### src/rtl/accum_alu_pkg.sv
package accum_alu_pkg;
   localparam int NSEL    = 5;
   localparam int SEL_ADD = 0;
   localparam int SEL_SUB = 1;
   localparam int SEL_AND = 2;
   localparam int SEL_OR  = 3;
   localparam int SEL_NOT = 4;
   typedef logic [NSEL-1:0] sel_t;
endpackage

### src/rtl/accum_alu_dec.sv
module accum_alu_dec
   import accum_alu_pkg::*;
#(
   parameter int OPW    = 4,
   parameter int OP_ADD = 2,
   parameter int OP_SUB = 3,
   parameter int OP_AND = 13,
   parameter int OP_OR  = 14,
   parameter int OP_NOT = 15
) (
   input  logic [OPW-1:0] opcode,
   output sel_t           sel
);
   localparam int OPMAX = (1 << OPW) - 1;

   if (OP_ADD > OPMAX || OP_SUB > OPMAX || OP_AND > OPMAX ||
       OP_OR > OPMAX || OP_NOT > OPMAX) begin : g_range_bad
      $error("accum_alu_dec: opcode value exceeds OPW bits");
   end
   if (OP_ADD == OP_SUB || OP_ADD == OP_AND || OP_ADD == OP_OR || OP_ADD == OP_NOT ||
       OP_SUB == OP_AND || OP_SUB == OP_OR || OP_SUB == OP_NOT ||
       OP_AND == OP_OR || OP_AND == OP_NOT || OP_OR == OP_NOT) begin : g_dup_bad
      $error("accum_alu_dec: opcode values must be distinct");
   end

   always_comb begin
      sel          = '0;
      sel[SEL_ADD] = (opcode == OPW'(OP_ADD));
      sel[SEL_SUB] = (opcode == OPW'(OP_SUB));
      sel[SEL_AND] = (opcode == OPW'(OP_AND));
      sel[SEL_OR]  = (opcode == OPW'(OP_OR));
      sel[SEL_NOT] = (opcode == OPW'(OP_NOT));
   end
endmodule

### src/rtl/accum_alu_dp.sv
module accum_alu_dp
   import accum_alu_pkg::*;
#(
   parameter int WIDTH  = 8,
   parameter bit RIPPLE = 1'b0
) (
   input  logic [WIDTH-1:0] a,
   input  logic [WIDTH-1:0] b,
   input  sel_t             sel,
   output logic [WIDTH-1:0] y
);
   logic             sub;
   logic [WIDTH-1:0] bx;
   logic [WIDTH-1:0] sum;

   assign sub = sel[SEL_SUB];
   assign bx  = sub ? ~b : b;

   if (RIPPLE) begin : g_ripple
      logic [WIDTH-1:0] cy;
      assign cy[0] = sub;
      for (genvar i = 0; i < WIDTH; i++) begin : g_bit
         assign sum[i] = a[i] ^ bx[i] ^ cy[i];
         if (i < WIDTH - 1) begin : g_carry
            assign cy[i+1] = (a[i] & bx[i]) | (cy[i] & (a[i] ^ bx[i]));
         end
      end
   end else begin : g_behav
      assign sum = a + bx + WIDTH'(sub);
   end

   always_comb begin
      if (sel[SEL_ADD] || sel[SEL_SUB]) y = sum;
      else if (sel[SEL_AND])            y = a & b;
      else if (sel[SEL_OR])             y = a | b;
      else if (sel[SEL_NOT])            y = ~a;
      else                              y = a;
   end
endmodule

### src/rtl/accum_alu.sv
module accum_alu
   import accum_alu_pkg::*;
#(
   parameter int WIDTH  = 8,
   parameter int OPW    = 4,
   parameter bit RIPPLE = 1'b0,
   parameter int OP_ADD = 2,
   parameter int OP_SUB = 3,
   parameter int OP_AND = 13,
   parameter int OP_OR  = 14,
   parameter int OP_NOT = 15
) (
   input  logic             clk,
   input  logic             rst,
   input  logic             a_load,
   input  logic [WIDTH-1:0] a_din,
   input  logic             b_load,
   input  logic [WIDTH-1:0] b_din,
   input  logic [OPW-1:0]   opcode,
   input  logic             exec,
   output logic [NSEL-1:0]  op_sel,
   output logic [WIDTH-1:0] result,
   output logic [WIDTH-1:0] a_q,
   output logic [WIDTH-1:0] b_q
);
   if (WIDTH < 2) begin : g_width_bad
      $error("accum_alu: WIDTH must be at least 2");
   end
   if (OPW < 3) begin : g_opw_bad
      $error("accum_alu: OPW must be at least 3");
   end

   sel_t sel;

   accum_alu_dec #(
      .OPW(OPW), .OP_ADD(OP_ADD), .OP_SUB(OP_SUB),
      .OP_AND(OP_AND), .OP_OR(OP_OR), .OP_NOT(OP_NOT)
   ) u_dec (
      .opcode(opcode),
      .sel   (sel)
   );

   accum_alu_dp #(.WIDTH(WIDTH), .RIPPLE(RIPPLE)) u_dp (
      .a  (a_q),
      .b  (b_q),
      .sel(sel),
      .y  (result)
   );

   assign op_sel = sel;

   always_ff @(posedge clk) begin
      if (rst) begin
         a_q <= '0;
         b_q <= '0;
      end else begin
         if (a_load)                a_q <= a_din;
         else if (exec && |sel)     a_q <= result;
         if (b_load)                b_q <= b_din;
      end
   end
endmodule

### config.mk
export PLATFORM = sky130hd
export DESIGN_NAME = accum_alu
export DESIGN_NICKNAME = d
export VERILOG_FILES = /design/src/rtl/accum_alu_pkg.sv /design/src/rtl/accum_alu_dec.sv /design/src/rtl/accum_alu_dp.sv /design/src/rtl/accum_alu.sv
export SDC_FILE = /design/constraint.sdc
export NUM_CORES = 1
export LEC_CHECK = 0
export BUFFER_PORTS_ARGS = -buffer_cell sky130_fd_sc_hd__buf_2
export CAP_MARGIN = 5
export CORE_UTILIZATION = 30
export DETAILED_ROUTE_END_ITERATION = 7
export PLACE_DENSITY = 0.61
export SYNTH_ARGS = -nofsm -noshare
export SYNTH_HDL_FRONTEND = slang
export SYNTH_SLANG_ARGS = --single-unit
### constraint.sdc
create_clock -name clk -period 5.9 [get_ports clk]
set_clock_uncertainty 0.1 [all_clocks]
set_input_delay 0.59 -clock clk [delete_from_list [all_inputs] [get_ports clk]]
set_output_delay 0.59 -clock clk [all_outputs]
set_load 0.005 [all_outputs]
Yosys cells after proc, flatten, opt, wreduce, memory -nomap -nowiden
Cells that the tools add are included.
{"block": "totals", "reg_bits": 16, "elab_cells": 24}
{"block": "op_classes", "n_addsub": 2, "eq_ne": 5, "n_mux": 7, "bitwise": 4, "reduce_logical": 4}
{"cell": "8-bit two-way mux", "count": 7}
{"cell": "8-bit inverter", "count": 2}
{"cell": "4-bit == test, second input constant", "count": 3}
{"cell": "8-bit by 1-bit adder with 8-bit output", "count": 1}
{"cell": "8-bit adder", "count": 1}
{"cell": "8-bit bitwise AND", "count": 1}
{"cell": "4-bit by 2-bit == test with 1-bit output, second input constant", "count": 2}
{"cell": "8-bit bitwise OR", "count": 1}
{"cell": "5-bit OR reduction", "count": 1}
{"cell": "2-bit nonzero test", "count": 1}
{"cell": "1-bit logical AND", "count": 1}
{"cell": "1-bit logical OR", "count": 1}

Depth between registers and ports, before layout
Gate-level depths: netlist of run 1.
{"block": "depth", "word_depth": 7, "mapped_depth": 11, "ltp_nobuf": 10}

Hierarchy
Synthesis of run 1 repeated with hierarchy kept, for this count alone.
{"block": "hier_totals", "cells_unflattened": 202, "hier_area_um2": 1541.5}
{"mod": "accum_alu", "n_inst": 1, "cells_per_inst": 84, "area_each_um2": 763.2}
{"mod": "accum_alu_dp", "n_inst": 1, "cells_per_inst": 113, "area_each_um2": 719.4}
{"mod": "accum_alu_dec", "n_inst": 1, "cells_per_inst": 5, "area_each_um2": 58.8}

Least setup slack after synthesis of run 1
No wires, ideal clock.
{"block": "synth_timing", "kind": "input port to output port", "startpoint": "input port opcode[1]", "endpoint": "output port result[7]", "arrival_time_ps": 2837, "path_slack_ps": 2373, "path_stages": 10, "path_buffers": 1, "cell_sequence": "buf_2 -> nand2_1 -> nor3_2 -> xor2_1 -> ha_1 -> and2_1 -> a41oi_1 -> a21oi_1 -> o211a_1 -> or3_1"}
{"block": "synth_between", "elab_chain_len": 5, "elab_cells_between_ends": 13, "classes_between": "add/sub: 2; eq/ne: 5; mux: 5; reduce/logical: 1"}
{"element": "start, declared", "line_no": "accum_alu.sv:19", "text": "input logic [OPW-1:0] opcode,"}
{"element": "4-bit by 2-bit == test with 1-bit output (*)", "line_no": "accum_alu_dec.sv:29", "text": "sel[SEL_SUB] = (opcode == OPW'(OP_SUB));"}
{"element": "net op_sel[1]", "line_no": "accum_alu.sv:21", "text": "output logic [NSEL-1:0] op_sel,"}
{"element": "8-bit two-way mux", "line_no": "accum_alu_dp.sv:17", "text": "assign bx = sub ? ~b : b;"}
{"element": "8-bit adder", "line_no": "accum_alu_dp.sv:29", "text": "assign sum = a + bx + WIDTH'(sub);"}
{"element": "8-bit by 1-bit adder with 8-bit output", "line_no": "accum_alu_dp.sv:29"}
{"element": "8-bit two-way mux (*)", "line_no": "accum_alu_dp.sv:33", "text": "if (sel[SEL_ADD] || sel[SEL_SUB]) y = sum;"}
{"element": "end, declared", "line_no": "accum_alu.sv:22", "text": "output logic [WIDTH-1:0] result,"}
Mark *: on every way through the listed nets, which the timed path passes. The rest lies on a longest branch.

Worst setup path after layout of run 1
{"block": "layout_timing", "startpoint": "input port opcode[0]", "endpoint": "output port result[7]"}
{"block": "layout_between", "elab_chain_len": 5, "elab_cells_between_ends": 13, "classes_between": "add/sub: 2; eq/ne: 5; mux: 5; reduce/logical: 1"}
{"element": "4-bit by 2-bit == test with 1-bit output / 4-bit == test (equally long branches)", "line_no": "accum_alu_dec.sv:29, accum_alu_dec.sv:32"}
{"element": "8-bit two-way mux, on equally long branches", "line_no": "accum_alu_dp.sv:17, accum_alu_dp.sv:36"}
{"element": "8-bit adder / 8-bit two-way mux (equally long branches)", "line_no": "accum_alu_dp.sv:29, accum_alu_dp.sv:35"}
{"element": "8-bit by 1-bit adder with 8-bit output / 8-bit two-way mux (equally long branches)", "line_no": "accum_alu_dp.sv:29, accum_alu_dp.sv:34"}
{"element": "8-bit two-way mux (*)", "line_no": "accum_alu_dp.sv:33"}
Mark *: on every way between the ends. The rest lies on a longest branch, timed or not.

==> run_results.csv, run 1 <==
group,metric,value,unit
place,place_congestion,0.927,
final_layout,final_util,0.389,
timing,tns,0,ns
synth,synth.area.mux_share,0.0932,
detailed_routing,wl_per_cell,13.6,um
floorplanning,die_area,5480,um^2
synth,synthSimpleGateAreaFrac,0.206,
final_layout,instances_no_fill,310,
synth,syn_area,1560,um^2
timing,slew_headroom,0.309,
timing,period_share,0.669,
pwr,p_comb_frac,0.348,
timing,worstMarginPinSlew,1.03,ns
setup_path,end_kind,"primary output",
clock_network,clockBufferDepth,2,
pwr,power.net_switching,0.105,mW
detailed_routing,finalWirelength,4230,um
synth,ys_ff_latch,16,
clock_network,post_cts_buffers,0,
setup_path,cp_num_buf_inv,2,
final_layout,fin_area,1890,um^2
detailed_routing,drt_iter0_markers,57,
floorplanning,core,4850,um^2
clock_network,cts-root-buf,"clkbuf_8",
final_layout,layout_commonest_cell,"buf_2",
synth,synth_nets,232,
setup_path,slowest_stage,"nor3_2",
synth,synth_cell_types,49,
timing,final.min_clock_period,3.94,ns
synth,syn_area_per_cell,7.91,um^2
timing,slew_violations,0,
place,dpl.hpwl,3480,um
timing,setup_viol_count_final,0,
flow_run,drv_cap,0,
synth,synth_edf_count,0,
setup_path,crit_chain,"buf_2, nand2_1, nor3_2, xor2_1, ha_1, and2_1, a41oi_1, a21oi_1, o211a_1, or3_1, buf_2",
synth,synth_compound_area_frac,0.274,
pwr,clkPwrFrac,0.248,
setup_path,cp_max_fo,19,
clock_network,h-tree-depth,1,
place,preCtsSetupSlack,1.95,ns
global_route,grt_usage,0.162,
global_route,antenna_found_initial,0,
status,outcome,"complete, no violations",
pwr,p_int,0.212,mW
timing,rsz0062_at_grt,"false",
place,numPortBuffers,53,
clock_network,clkSlewWorstSetupHoldPaths,0.06,ns
pwr,pwr-share-seq,0.404,
global_route,grt_start_max_net_pins,20,
clock_network,numCtsBuffers,3,
global_route,grt_pass1_vias,1487,
hold_path,hp-class,"in -> reg",
floorplanning,io_pins,54,
final_layout,drive_above_1_share,0.280,
detailed_routing,via_count,1580,
timing,setup_ws,1.96,ns
pwr,p_leak,0.994,nW
setup_path,critical_path.startpoint_type,"input port",
place,dp_cells,307,
detailed_routing,drc,0,
final_layout,area_growth,21.2,%
detailed_routing,drtPass1Iterations,4,
clock_network,cts_tree,"done",
synth,synth_xor_area_frac,0.0731,
timing,hold_viol,0,
pwr,vdd_drop_max,0.161,mV
floorplanning,die_height,74.1,um
floorplanning,start_util,0.321,
clock_network,cts.repair.resized,0,
detailed_routing,vias_per_cell,5.10,
setup_path,worstPathArrival,3.25,ns
setup_path,path_delay_family,"simple AND/OR/NAND/NOR gates",
clock_network,insertion_delay,0.24,ns
synth,yosys_warnings,0,
synth,yosysSeqAreaShare,0.206,
synth,async_reset_ff_frac,0,
final_layout,final_cell_mix,"buf_2, a21oi_1, nor2_1, dfxtp_1, nand2_1",
clock_network,cts_sinks,16,
global_route,grt_overflow,0,
setup_path,cp_common_cell,"buf_2",
synth,synthCells,197,
pwr,p_per_area,168,nW/um^2
synth,synth_top_family_by_area,"compound AO/OA/AOI/OAI gates",
floorplanning,fp-row-count,25,
synth,synthAdderAreaFrac,0.0851,
global_route,grt_pass1_wl,6980,um
detailed_routing,postRouteAntennaNets,0,
floorplanning,dieWidth,74.1,um
synth,synthFlopType,"dfxtp_1",
setup_path,critPathKind,"in -> out",
pwr,p_sw_frac,0.332,
timing,fmax,0.254,GHz
final_layout,nNetsFinal,280,
clock_network,postCtsHoldBufs,0,
setup_path,cpPeakStageDelay,0.47,ns
place,dpl_cell_area,1850,um^2
final_layout,antenna_cells,0,
setup_path,worst-endpoint-required,5.21,ns
## power groups by stage
stage | Sequential, mW | Clock [mW] | Combinational (mW)
3_5_place_dp | 0.130 | 0 | 0.110
2_1_floorplan | 0.127 | 0 | 0.0762
3_3_place_gp | 0.130 | 0 | 0.109
5_1_grt | 0.130 | 0.0858 | 0.124
4_1_cts | 0.128 | 0.0811 | 0.111
6_report | 0.128 | 0.0785 | 0.110
## cells in the mapped netlist, types with 2 or more instances
library cell | instances | area [um^2]
a21oi_1 | 24 | 120
dfxtp_1 | 16 | 320
nor2_1 | 16 | 60.1
nand2_1 | 14 | 52.6
mux2i_1 | 10 | 100
xor2_1 | 10 | 87.6
ha_1 | 9 | 113
inv_1 | 8 | 30.0
o21ai_0 | 8 | 40.0
a21o_1 | 7 | 52.6
a211oi_1 | 6 | 45.0
a31oi_1 | 5 | 31.3
nor2b_1 | 5 | 31.3
nor3_1 | 4 | 20.0
a2111oi_0 | 3 | 26.3
buf_2 | 3 | 15.0
buf_4 | 3 | 22.5
clkbuf_1 | 3 | 11.3
xnor2_1 | 3 | 26.3
and2_1 | 2 | 12.5
mux2_1 | 2 | 22.5
mux2_2 | 2 | 22.5
nand3_1 | 2 | 10.0
nand4_1 | 2 | 12.5
nor3_2 | 2 | 20.0
o211a_1 | 2 | 20.0
o21ai_1 | 2 | 10.0
o22ai_1 | 2 | 12.5
or3_1 | 2 | 12.5
## cell type report
type,count,area (um^2)
Clock buffer,3,41.3
Fill cell,532,2960
Inverter,10,37.5
Multi-Input combinational cell,161,1140
Sequential cell,16,320
Tap cell,67,83.8
Timing Repair Buffer,53,265
## sequential cells by signal, indices dropped and copies added (netlist names)
signal  flops
b_q         8
a_q         8
## worst reg2reg max path: stages (launching register included)
cell	delay (ns)
dfxtp_1	0.45
nor2b_1	0.14
nand2_1	0.08
o21ai_0	0.11
fa_1	0.41
a21o_1	0.18
a21oi_1	0.21
xnor2_1	0.14
o221ai_1	0.17
o21ai_0	0.19
o211a_1	0.16
## metal layers
metal,GRT usage,part of all wire,vias up
met3,0.0108,0.031,4
met1,0.223,0.49,727
met4,0.0470,0.0064,0
met2,0.270,0.47,37
met5,0,0,-
li1,-,-,812
## stage by stage
| stage | hold slack [ns] | total power [mW] |
|---|---|---|
| 2_1_floorplan | 0.440 | 0.204 |
| 3_3_place_gp | 0.467 | 0.240 |
| 3_5_place_dp | 0.486 | 0.241 |
| 4_1_cts | 0.469 | 0.320 |
| 5_1_grt | 0.478 | 0.339 |
| 6_report | 0.473 | 0.317 |
## cells by family (layout without fill, tap and decap cells)
family / after synthesis / count (layout)
xor+xnor: 13 / 13
flops: 16 / 16
buf+inv: 20 / 66
compound gates: 66 / 66
simple gates: 58 / 58
mux: 14 / 14
fa+ha+maj: 10 / 10
## final timing paths
| kind | from | endpoint | slack, ns | cells after the start |
|---|---|---|---|---|
| max | opcode[0] | result[7] | 1.96 | 11 |
| max reg2reg | b_q[0] | a_q[4] | 3.51 | 10 |
| min | a_din[4] | a_q[4] | 0.47 | 2 |
| min reg2reg | b_q[3] | b_q[3] | 0.49 | 2 |
(Power assumes the default switching activity.)
==> inputs of run 2 (changes only) <==
--- a/config.mk
+++ b/config.mk
@@ -5,11 +5,12 @@
 export SDC_FILE = /design/constraint.sdc
 export NUM_CORES = 1
 export LEC_CHECK = 0
+export ABC_AREA = 1
 export BUFFER_PORTS_ARGS = -buffer_cell sky130_fd_sc_hd__buf_2
 export CAP_MARGIN = 5
 export CORE_UTILIZATION = 30
 export DETAILED_ROUTE_END_ITERATION = 7
-export PLACE_DENSITY = 0.61
+export PLACE_DENSITY = 0.63
 export SYNTH_ARGS = -nofsm -noshare
 export SYNTH_HDL_FRONTEND = slang
 export SYNTH_SLANG_ARGS = --single-unit
==> constraint.sdc (replaced) <==
create_clock -name clk -period 3.33 [get_ports clk]
set_clock_uncertainty 0.1 [all_clocks]
set_input_delay 0.333 -clock clk [delete_from_list [all_inputs] [get_ports clk]]
set_output_delay 0.333 -clock clk [all_outputs]
set_load 0.005 [all_outputs]
==> run 2 against run 1 <==
Final area rose by 0.60%. Worst setup slack lost 1.3 ns. Wire length rose by 5.3%. Worst hold slack got worse by 0.24 ns. First-iteration DRC count fell by 28%. Sequential power grew 70%. Critical path depth rose by 1. Highest routed layer unchanged. Sequential cell count stayed put.
==> run_results.csv, run 2 <==
group,metric,value,unit
synth,synthFlopType,"dfxtp_1",
timing,period_share,0.806,
floorplanning,io_pins,54,
status,outcome,"complete, no violations",
timing,worstMarginPinSlew,0.477,ns
final_layout,antenna_cells,0,
pwr,power.total,0.567,mW
synth,yosys-top-cells-count,"nand2_1, inv_1, dfxtp_1, nor2_1, nand3_1",
synth,yosys.area.top_type,"dfxtp_1",
synth,async_reset_ff_frac,0,
clock_network,post_cts_buffers,0,
timing,slew_violations,0,
synth,ys_top_cells_by_area,"dfxtp_1, nand2_1, ha_1",
setup_path,regToRegSetupSlack,1.28,ns
timing,tns,0,ns
setup_path,cp_max_fo,10,
global_route,grt_pass1_vias,1544,
pwr,vdd_drop_max,0.169,mV
synth,yosys_warnings,0,
setup_path,cpPeakStageDelay,0.36,ns
global_route,grt_usage,0.174,
global_route,grt_overflow,0,
synth,synthMostInstantiatedCell,"nand2_1",
synth,syn_area,1540,um^2
place,dpl.hpwl,3400,um
clock_network,insertion_delay,0.25,ns
synth,syn_area_per_cell,6.79,um^2
floorplanning,core,4820,um^2
floorplanning,dieWidth,73.5,um
detailed_routing,drtPass1Iterations,4,
clock_network,clkSlewWorstSetupHoldPaths,0.07,ns
synth,synth_top_area_frac,0.209,
floorplanning,fp-row-count,25,
synth,ys_ff_latch,16,
synth,synth_nets,261,
detailed_routing,postRouteAntennaNets,0,
detailed_routing,drt_iter0_markers,41,
clock_network,clockBufferDepth,2,
synth,synth_edf_count,0,
clock_network,postCtsHoldBufs,0,
timing,fmax,0.373,GHz
floorplanning,die_height,73.5,um
timing,slew_headroom,0.681,
clock_network,cts_sinks,16,
setup_path,worst-endpoint-required,2.90,ns
detailed_routing,finalWirelength,4460,um
timing,setup_viol_count_final,0,
global_route,antenna_found_initial,0,
timing,rsz0062_at_grt,"false",
clock_network,cts-root-buf,"clkbuf_8",
final_layout,drive_above_1_share,0.278,
place,numPortBuffers,53,
clock_network,cts.repair.resized,0,
clock_network,numCtsBuffers,3,
setup_path,end_kind,"primary output",
final_layout,final_cell_mix,"buf_2, nand2_1, inv_1, dfxtp_1, nor2_1",
pwr,p_per_area,299,nW/um^2
clock_network,cts_tree,"done",
place,place_congestion,0.897,
detailed_routing,via_count,1624,
setup_path,cp_num_buf_inv,3,
detailed_routing,drc,0,
final_layout,layout_commonest_cell,"buf_2",
setup_path,crit_chain,"buf_2, nor2_1, nand2_4, xor2_1, ha_1, a21o_1, a31oi_1, xor2_1, nand2_1, nand2_1, inv_1, buf_2",
floorplanning,die_area,5410,um^2
final_layout,area_growth,23.7,%
setup_path,worstPathArrival,2.25,ns
setup_path,path_delay_family,"simple AND/OR/NAND/NOR gates",
setup_path,critPathKind,"in -> out",
pwr,p_leak,0.989,nW
timing,hold_ws,0.229,ns
synth,synth_cell_types,35,
setup_path,critical_path.startpoint_type,"input port",
final_layout,nNetsFinal,314,
timing,hold_viol,0,
flow_run,drv_cap,0,
setup_path,slowest_stage,"ha_1",
synth,yosysSeqAreaShare,0.209,
timing,final.min_clock_period,2.68,ns
detailed_routing,vias_per_cell,4.72,
final_layout,final_util,0.394,
final_layout,top_regs,"a_q (8), b_q (8)",
floorplanning,start_util,0.319,
global_route,grt_pass1_wl,7180,um
detailed_routing,wl_per_cell,13.0,um
clock_network,h-tree-depth,1,
synth,synthCells,226,
global_route,grt_start_max_net_pins,17,
hold_path,hp-class,"in -> reg",
==> run 2: changes by cell type in the layout (fill, tap and decap cells not counted), moves of 4 or more <==
cell | before | now
nand3_1 | 2 | 12
nor2b_1 | 5 | 0
a21o_1 | 7 | 2
a21oi_1 | 24 | 10
mux2i_1 | 10 | 0
inv_1 | 8 | 30
o211ai_1 | 0 | 8
o21ai_1 | 2 | 8
nand2_1 | 14 | 51
nor3_1 | 4 | 0
inv_2 | 1 | 5
==> run 2: metal layers <==
| metal | routed length, um | vias up | global-route usage | part of all wire |
|---|---|---|---|---|
| li1 | - | 855 | - | - |
| met5 | 0 | - | 0 | 0 |
| met2 | 2010 | 46 | 0.274 | 0.45 |
| met4 | 35 | 0 | 0.0449 | 0.0079 |
| met1 | 2160 | 716 | 0.247 | 0.48 |
| met3 | 250 | 7 | 0.0247 | 0.056 |
==> run 2: power breakdown <==
| group | switching (mW) | internal, mW |
|---|---|---|
| Clock | 0.0698 | 0.0803 |
| Combinational | 0.119 | 0.0804 |
| Sequential | 0.0133 | 0.204 |
| Total | 0.202 | 0.365 |
==> run 2: final cells by class <==
class / count / area [um^2]
tap: 67 / 83.8
sequential: 16 / 320
clock buffer: 3 / 41.3
fill: 531 / 2920
inverter: 37 / 141
multi-input combinational: 168 / 1050
timing repair buffer: 53 / 265
==> run 2: path summary, 6_finish.rpt <==
kind	from	to	cells after the start
max	opcode[3]	result[4]	12
min	b_din[7]	b_q[7]	3
max reg2reg	b_q[2]	a_q[5]	12
min reg2reg	b_q[7]	b_q[7]	2
==> run 2: worst min-delay path: cells and delay by family <==
family	cells	cell delay, ns
AO/OA/AOI/OAI	1	0.05
AND/OR/NAND/NOR	1	0.05
buffers and inverters	1	0.09
==> run 2: stage by stage <==
stage               cell area [um^2]  cells  setup slack, ns
finish                          1900    344            0.647
global route                    1900    344            0.519
CTS                             1900    344            0.666
detailed placement              1860    341            0.683
global placement                1860    341            0.713
floorplan                       1540    226             1.10
==> run 2: logic make-up after synthesis <==
logic type / after synthesis / synth area share
DFF: 16 / 0.209
xor gates and xnor gates: 9 / 0.0513
adders and majority gates: 10 / 0.0864
AOI/OAI and AO/OA: 58 / 0.254
buffers and inverters: 42 / 0.109
and+or+nand+nor: 91 / 0.290
